`config.mk`:
```
export PLATFORM = sky130hd
export DESIGN_NAME = sample_strobe_gen
export DESIGN_NICKNAME = d
export VERILOG_FILES = /design/src/rtl/ssg_pkg.sv /design/src/rtl/ssg_cycle_counter.sv /design/src/rtl/ssg_gain_latch.sv /design/src/rtl/ssg_slot_decode.sv /design/src/rtl/sample_strobe_gen.sv
export SDC_FILE = /design/constraint.sdc
export NUM_CORES = 1
export LEC_CHECK = 0
export BUFFER_PORTS_ARGS = -buffer_cell sky130_fd_sc_hd__buf_2
export CORE_AREA = 2 2 43 45
export CTS_CLUSTER_SIZE = 14
export DETAILED_ROUTE_END_ITERATION = 8
export DIE_AREA = 0 0 45 47
export GPL_ROUTABILITY_DRIVEN = 0
export HOLD_SLACK_MARGIN = 0.08
export PLACE_DENSITY = 0.7
export SYNTH_ARGS = -nofsm -noshare
export SYNTH_HDL_FRONTEND = slang
export SYNTH_SLANG_ARGS = --single-unit
```
`constraint.sdc`:
```
create_clock -name clk -period 2.5 [get_ports clk]
set_input_delay 0.125 -clock clk [delete_from_list [all_inputs] [get_ports clk]]
set_output_delay 0.125 -clock clk [all_outputs]
set_load 0.02 [all_outputs]
```
`src/rtl/ssg_pkg.sv`:
```
package ssg_pkg;

  // Saturating exponent: the number of doublings a gain code applies to the
  // input sample rate, capped where the rate stops rising.
  function automatic int unsigned sat_shift(input int unsigned code,
                                            input int unsigned cap);
    return (code > cap) ? cap : code;
  endfunction

endpackage

```
`src/rtl/ssg_cycle_counter.sv`:
```
module ssg_cycle_counter #(
  parameter int unsigned CYCLE_LEN = 512,
  localparam int unsigned CYC_W = $clog2(CYCLE_LEN)
) (
  input  logic             clk,
  input  logic             rst,
  input  logic             sync_i,
  output logic [CYC_W-1:0] phase_o,
  output logic             wrap_o
);

  logic [CYC_W-1:0] phase_q;

  assign wrap_o  = (phase_q == CYC_W'(CYCLE_LEN - 1));
  assign phase_o = phase_q;

  always_ff @(posedge clk) begin
    if (rst || sync_i || wrap_o) phase_q <= '0;
    else                          phase_q <= phase_q + 1'b1;
  end

  AST_PHASE_ADVANCE: assert property (@(posedge clk) disable iff (rst)
    (!sync_i && !wrap_o) |=> (phase_q == $past(phase_q) + 1'b1));

endmodule

```
`src/rtl/ssg_gain_latch.sv`:
```
module ssg_gain_latch
  import ssg_pkg::*;
#(
  parameter int unsigned GAIN_W    = 3,
  parameter int unsigned BASE_LOG  = 8,
  parameter int unsigned MAX_SHIFT = 3,
  localparam int unsigned SL_W = $clog2(BASE_LOG + 1)
) (
  input  logic              clk,
  input  logic              rst,
  input  logic              sync_i,
  input  logic              wrap_i,
  input  logic [GAIN_W-1:0] gain_i,
  output logic [SL_W-1:0]   slot_log_o
);

  logic [GAIN_W-1:0] code_q;

  always_ff @(posedge clk) begin
    if (rst || sync_i || wrap_i) code_q <= gain_i;
  end

  assign slot_log_o = SL_W'(BASE_LOG - sat_shift(int'(code_q), MAX_SHIFT));

  AST_GAIN_HOLD: assert property (@(posedge clk) disable iff (rst)
    (!$past(rst) && !$past(wrap_i) && !$past(sync_i)) |-> $stable(code_q));

endmodule

```
`src/rtl/ssg_slot_decode.sv`:
```
module ssg_slot_decode #(
  parameter int unsigned CYC_W = 9,
  parameter int unsigned SL_W  = 4,
  parameter int unsigned IDX_W = 4
) (
  input  logic [CYC_W-1:0] phase_i,
  input  logic [SL_W-1:0]  slot_log_i,
  output logic             smp_stb_o,
  output logic [IDX_W-1:0] smp_idx_o
);

  logic [CYC_W-1:0] low_mask;

  always_comb begin
    low_mask  = (CYC_W'(1) << slot_log_i) - CYC_W'(1);
    smp_stb_o = ((phase_i & low_mask) == low_mask);
    smp_idx_o = IDX_W'(phase_i >> slot_log_i);
  end

endmodule

```
`src/rtl/sample_strobe_gen.sv`:
```
module sample_strobe_gen #(
  parameter int unsigned CYCLE_LEN = 512,
  parameter int unsigned BASE_DIV  = 256,
  parameter int unsigned MAX_SHIFT = 3,
  parameter int unsigned GAIN_W    = 3,
  localparam int unsigned CYC_W    = $clog2(CYCLE_LEN),
  localparam int unsigned BASE_LOG = $clog2(BASE_DIV),
  localparam int unsigned SL_W     = $clog2(BASE_LOG + 1),
  localparam int unsigned IDX_W    = $clog2(CYCLE_LEN >> (BASE_LOG - MAX_SHIFT))
) (
  input  logic              clk,
  input  logic              rst,
  input  logic [GAIN_W-1:0] gain_sel,
  input  logic              sync_pulse,
  output logic              mod_stb,
  output logic              smp_stb,
  output logic [IDX_W-1:0]  smp_idx
);

  logic [CYC_W-1:0] phase;
  logic             wrap;
  logic [SL_W-1:0]  slot_log;

  ssg_cycle_counter #(.CYCLE_LEN(CYCLE_LEN)) u_counter (
    .clk     (clk),
    .rst     (rst),
    .sync_i  (sync_pulse),
    .phase_o (phase),
    .wrap_o  (wrap)
  );

  ssg_gain_latch #(
    .GAIN_W    (GAIN_W),
    .BASE_LOG  (BASE_LOG),
    .MAX_SHIFT (MAX_SHIFT)
  ) u_gain (
    .clk        (clk),
    .rst        (rst),
    .sync_i     (sync_pulse),
    .wrap_i     (wrap),
    .gain_i     (gain_sel),
    .slot_log_o (slot_log)
  );

  ssg_slot_decode #(
    .CYC_W (CYC_W),
    .SL_W  (SL_W),
    .IDX_W (IDX_W)
  ) u_decode (
    .phase_i    (phase),
    .slot_log_i (slot_log),
    .smp_stb_o  (smp_stb),
    .smp_idx_o  (smp_idx)
  );

  assign mod_stb = wrap;

  AST_MOD_SINGLE: assert property (@(posedge clk) disable iff (rst)
    mod_stb |=> !mod_stb);

  AST_MOD_HAS_SAMPLE: assert property (@(posedge clk) disable iff (rst)
    mod_stb |-> smp_stb);

  AST_IDX_LAST: assert property (@(posedge clk) disable iff (rst)
    mod_stb |-> (smp_idx == IDX_W'((CYCLE_LEN >> slot_log) - 1)));

  AST_IDX_STEP: assert property (@(posedge clk) disable iff (rst)
    (smp_stb && !mod_stb && !sync_pulse) |=> (smp_idx == $past(smp_idx) + 1'b1));

  AST_IDX_WRAP: assert property (@(posedge clk) disable iff (rst)
    mod_stb |=> (smp_idx == '0));

  AST_SYNC_RESTART: assert property (@(posedge clk) disable iff (rst)
    sync_pulse |=> (!mod_stb && smp_idx == '0));

endmodule

```
==> impl_metrics.py <==
metrics = {
    "timing": {
        "max_clock_freq_ghz": 0.423,
        "relSlewSlack_pct": 69.1,
        "setup_violations": 0,
        "report.final.slew_viol_count": 0,
        "worst_slew_pin_slew_ns": 0.452,
        "grt_setup_unrepaired": "no",
        "period_share_pct": 94.6,
        "finClkSkew_ns": 0.00394,
        "period_minus_slack_ns": 2.37,
        "finalSetupTns_ns": 0,
        "hold_viol": 0,
    },
    "drt": {
        "first_pass_iters": 4,
        "viasPerCell": 5.62,
        "via_count": 697,
        "wl_per_cell_um": 13.4,
        "drtIter0Drc": 13,
        "antenna_left": 0,
        "drc_errors": 0,
        "wl_um": 1670,
    },
    "hold_path": {
        "hold_path_depth": 3,
        "hold_class": "in -> reg",
    },
    "final_layout": {
        "drive_above_1_share_pct": 28.0,
        "num_antenna_cells": 0,
        "fin_nets": 121,
        "syn_to_final_growth_pct": 19.7,
    },
    "floorplan": {
        "num_rows": 15,
        "chipWidth_um": 45,
        "die_h_um": 47,
        "ios": 12,
        "coreArea_um2": 1650,
        "initial_core_util_pct": 50.0,
        "die_area_um2": 2120,
    },
    "synth": {
        "netlist_instances": 88,
        "synthArstFlopShare_pct": 0,
        "syn_nets": 101,
        "synth_area_per_cell_um2": 9.38,
        "synth_top_area_cell": "dfxtp_1",
        "syn-cell-area_um2": 826,
        "yosysUniqueCellTypes": 37,
        "synth_seq_cells": 12,
        "yosysWarnings": 0,
        "yosysSeqAreaShare_pct": 32.7,
        "synth_top_area_share_pct": 21.8,
        "synth_edf_count": 3,
        "ys.flop_type": "dfxtp_1",
        "synth_top_cells_by_area": "dfxtp_1 (22%), edfxtp_1 (11%), ha_1 (11%)",
    },
    "placement": {
        "place_hpwl_um": 1210,
        "io_buffer_count": 11,
    },
    "power": {
        "ir_drop_uv": 259,
        "fin_total_pwr_uw": 429,
        "p_leak_nw": 0.373,
        "cellPowerDensity_nw_per_um2": 434,
    },
    "setup_path": {
        "r2r_cells": 5,
        "worstSetupPathType": "reg -> out",
        "worst-r2r-setup-slack_ns": 0.62,
        "cp.required_ns": 2.38,
        "crit_chain": "buf_4 -> nor2_4 -> inv_1 -> ha_2 -> or4_1 -> a32oi_1 -> nor4_1 -> buf_2",
        "start_kind": "flip-flop",
        "cpPeakStageDelay_ns": 0.50,
        "crit_path_end_kind": "output port",
        "path_max_fanout": 5,
        "arrival_ns": 2.24,
        "crit_slowest_cell": "or4_1",
    },
    "clock_tree": {
        "cts_tree": "yes",
        "root_buffer": "clkbuf_4",
        "numCtsBuffers": 3,
        "clk_pin_slew_ns": 0.07,
        "htree_levels": 1,
        "numClockSinks": 12,
        "clk_latency_ns": 0.27,
        "clockBufferDepth": 2,
    },
    "grt": {
        "antenna_found_initial": 0,
        "grt_max_degree": 13,
        "grt_pass1_wl_um": 2560,
        "grt-ovfl-total": 0,
        "grt_pass1_vias": 600,
        "track_usage_pct": 17.3,
    },
    "run": {
        "cap_violations": 0,
    },
    "status": {
        "status": "finished, final reports clean",
    },
}
==> path summary, 6_finish.rpt <==
path | start | endpoint
max | u_gain.code_q[2] | smp_stb
min | rst | u_counter.phase_o[8]
max reg2reg | u_counter.phase_o[0] | u_gain.code_q[0]
min reg2reg | u_counter.phase_o[0] | u_counter.phase_o[0]
==> cell families (layout without fill, tap and decap cells) <==
family          after synthesis  in the layout  share of synthesized area, %
mux                           5              5                          10.6
fa+ha+maj                     7              7                          10.6
compound gates               17             17                          16.2
buf+inv                       9             28                          4.09
simple gates                 33             33                          20.5
flops                        12             12                          32.7
xor+xnor                      5              5                          5.30
==> metal layers <==
metal	up-vias	GRT usage (%)	part of all wire [%]
met1	321	23.0	46
met3	2	1.15	2.0
li1	365	-	-
met4	0	13.5	0.60
met5	-	0	0
met2	9	26.3	52
==> synthesized netlist by cell type (2+ instances only) <==
| library cell | count |
|---|---|
| dfxtp_1 | 9 |
| xor2_1 | 2 |
| nand2_1 | 4 |
| a31oi_1 | 3 |
| edfxtp_1 | 3 |
| or3_1 | 2 |
| nand3_1 | 6 |
| inv_2 | 2 |
| nor2_1 | 12 |
| inv_1 | 5 |
| mux2i_1 | 2 |
| xnor2_1 | 3 |
| clkbuf_1 | 2 |
| mux4_2 | 3 |
| o21ai_0 | 2 |
| ha_1 | 7 |
==> power breakdown <==
group	total, mW	leakage, nW	internal (mW)	switching, mW
combinational	0.0987	0.254	0.0454	0.0533
sequential	0.213	0.103	0.206	0.00747
clock	0.118	0.0154	0.0577	0.0599
==> stage by stage <==
step	utilization [%]	hold WS [ns]	cells	setup slack, ns	area (um2)
after CTS	57.9	0.393	121	0.0335	956
after floorplan	-	0.224	88	0.142	826
after detailed placement	54.2	0.304	114	0.261	895
after global placement	54.2	0.304	114	0.326	895
after global routing	59.8	0.434	124	0.00470	988
final	59.8	0.401	124	0.135	988
==> worst max-delay path: cells and delay by family, from the launching register on <==
kind	cells	cell delay [ns]
compound gates	1	0.20
fa+ha+maj	1	0.22
buf+inv	3	0.42
flops	1	0.40
simple gates	3	0.74
==> registers in the layout, summed over array words and instances (netlist names) <==
register and count:
u_counter.phase_o 9, u_gain.code_q 3
==> layout by cell type (no fill, tap or decap), types with 2 or more instances in the layout <==
master,n
or3_1,2
nand3_1,6
nor2_1,12
inv_2,3
xnor2_1,3
o21ai_0,2
clkbuf_4,3
edfxtp_1,3
inv_1,4
buf_2,11
xor2_1,2
buf_4,3
mux4_2,3
ha_1,5
nand2_1,4
dlygate4sd3_1,3
dfxtp_1,9
a31oi_1,3
mux2i_1,2
==> final cells by class <==
cell class,instances,area [um2]
clock buffer,3,22.5
clock inverter,1,3.75
fill,155,663
inverter,7,26.3
multi-input combinational,67,537
sequential,12,270
tap,17,21.3
timing repair buffer,17,108
==> repair_timing <==
action | 4_1_cts | 5_1_grt
gates cloned | 0 | 0
setup endpoints to repair | 2 | 3
pin swaps | 1 | 1
setup buffers | 0 | 3
gates resized for setup | 3 | 2
hold endpoints to repair | 3 | 0
hold buffers | 3 | 0
(Power assumes the default switching activity.)
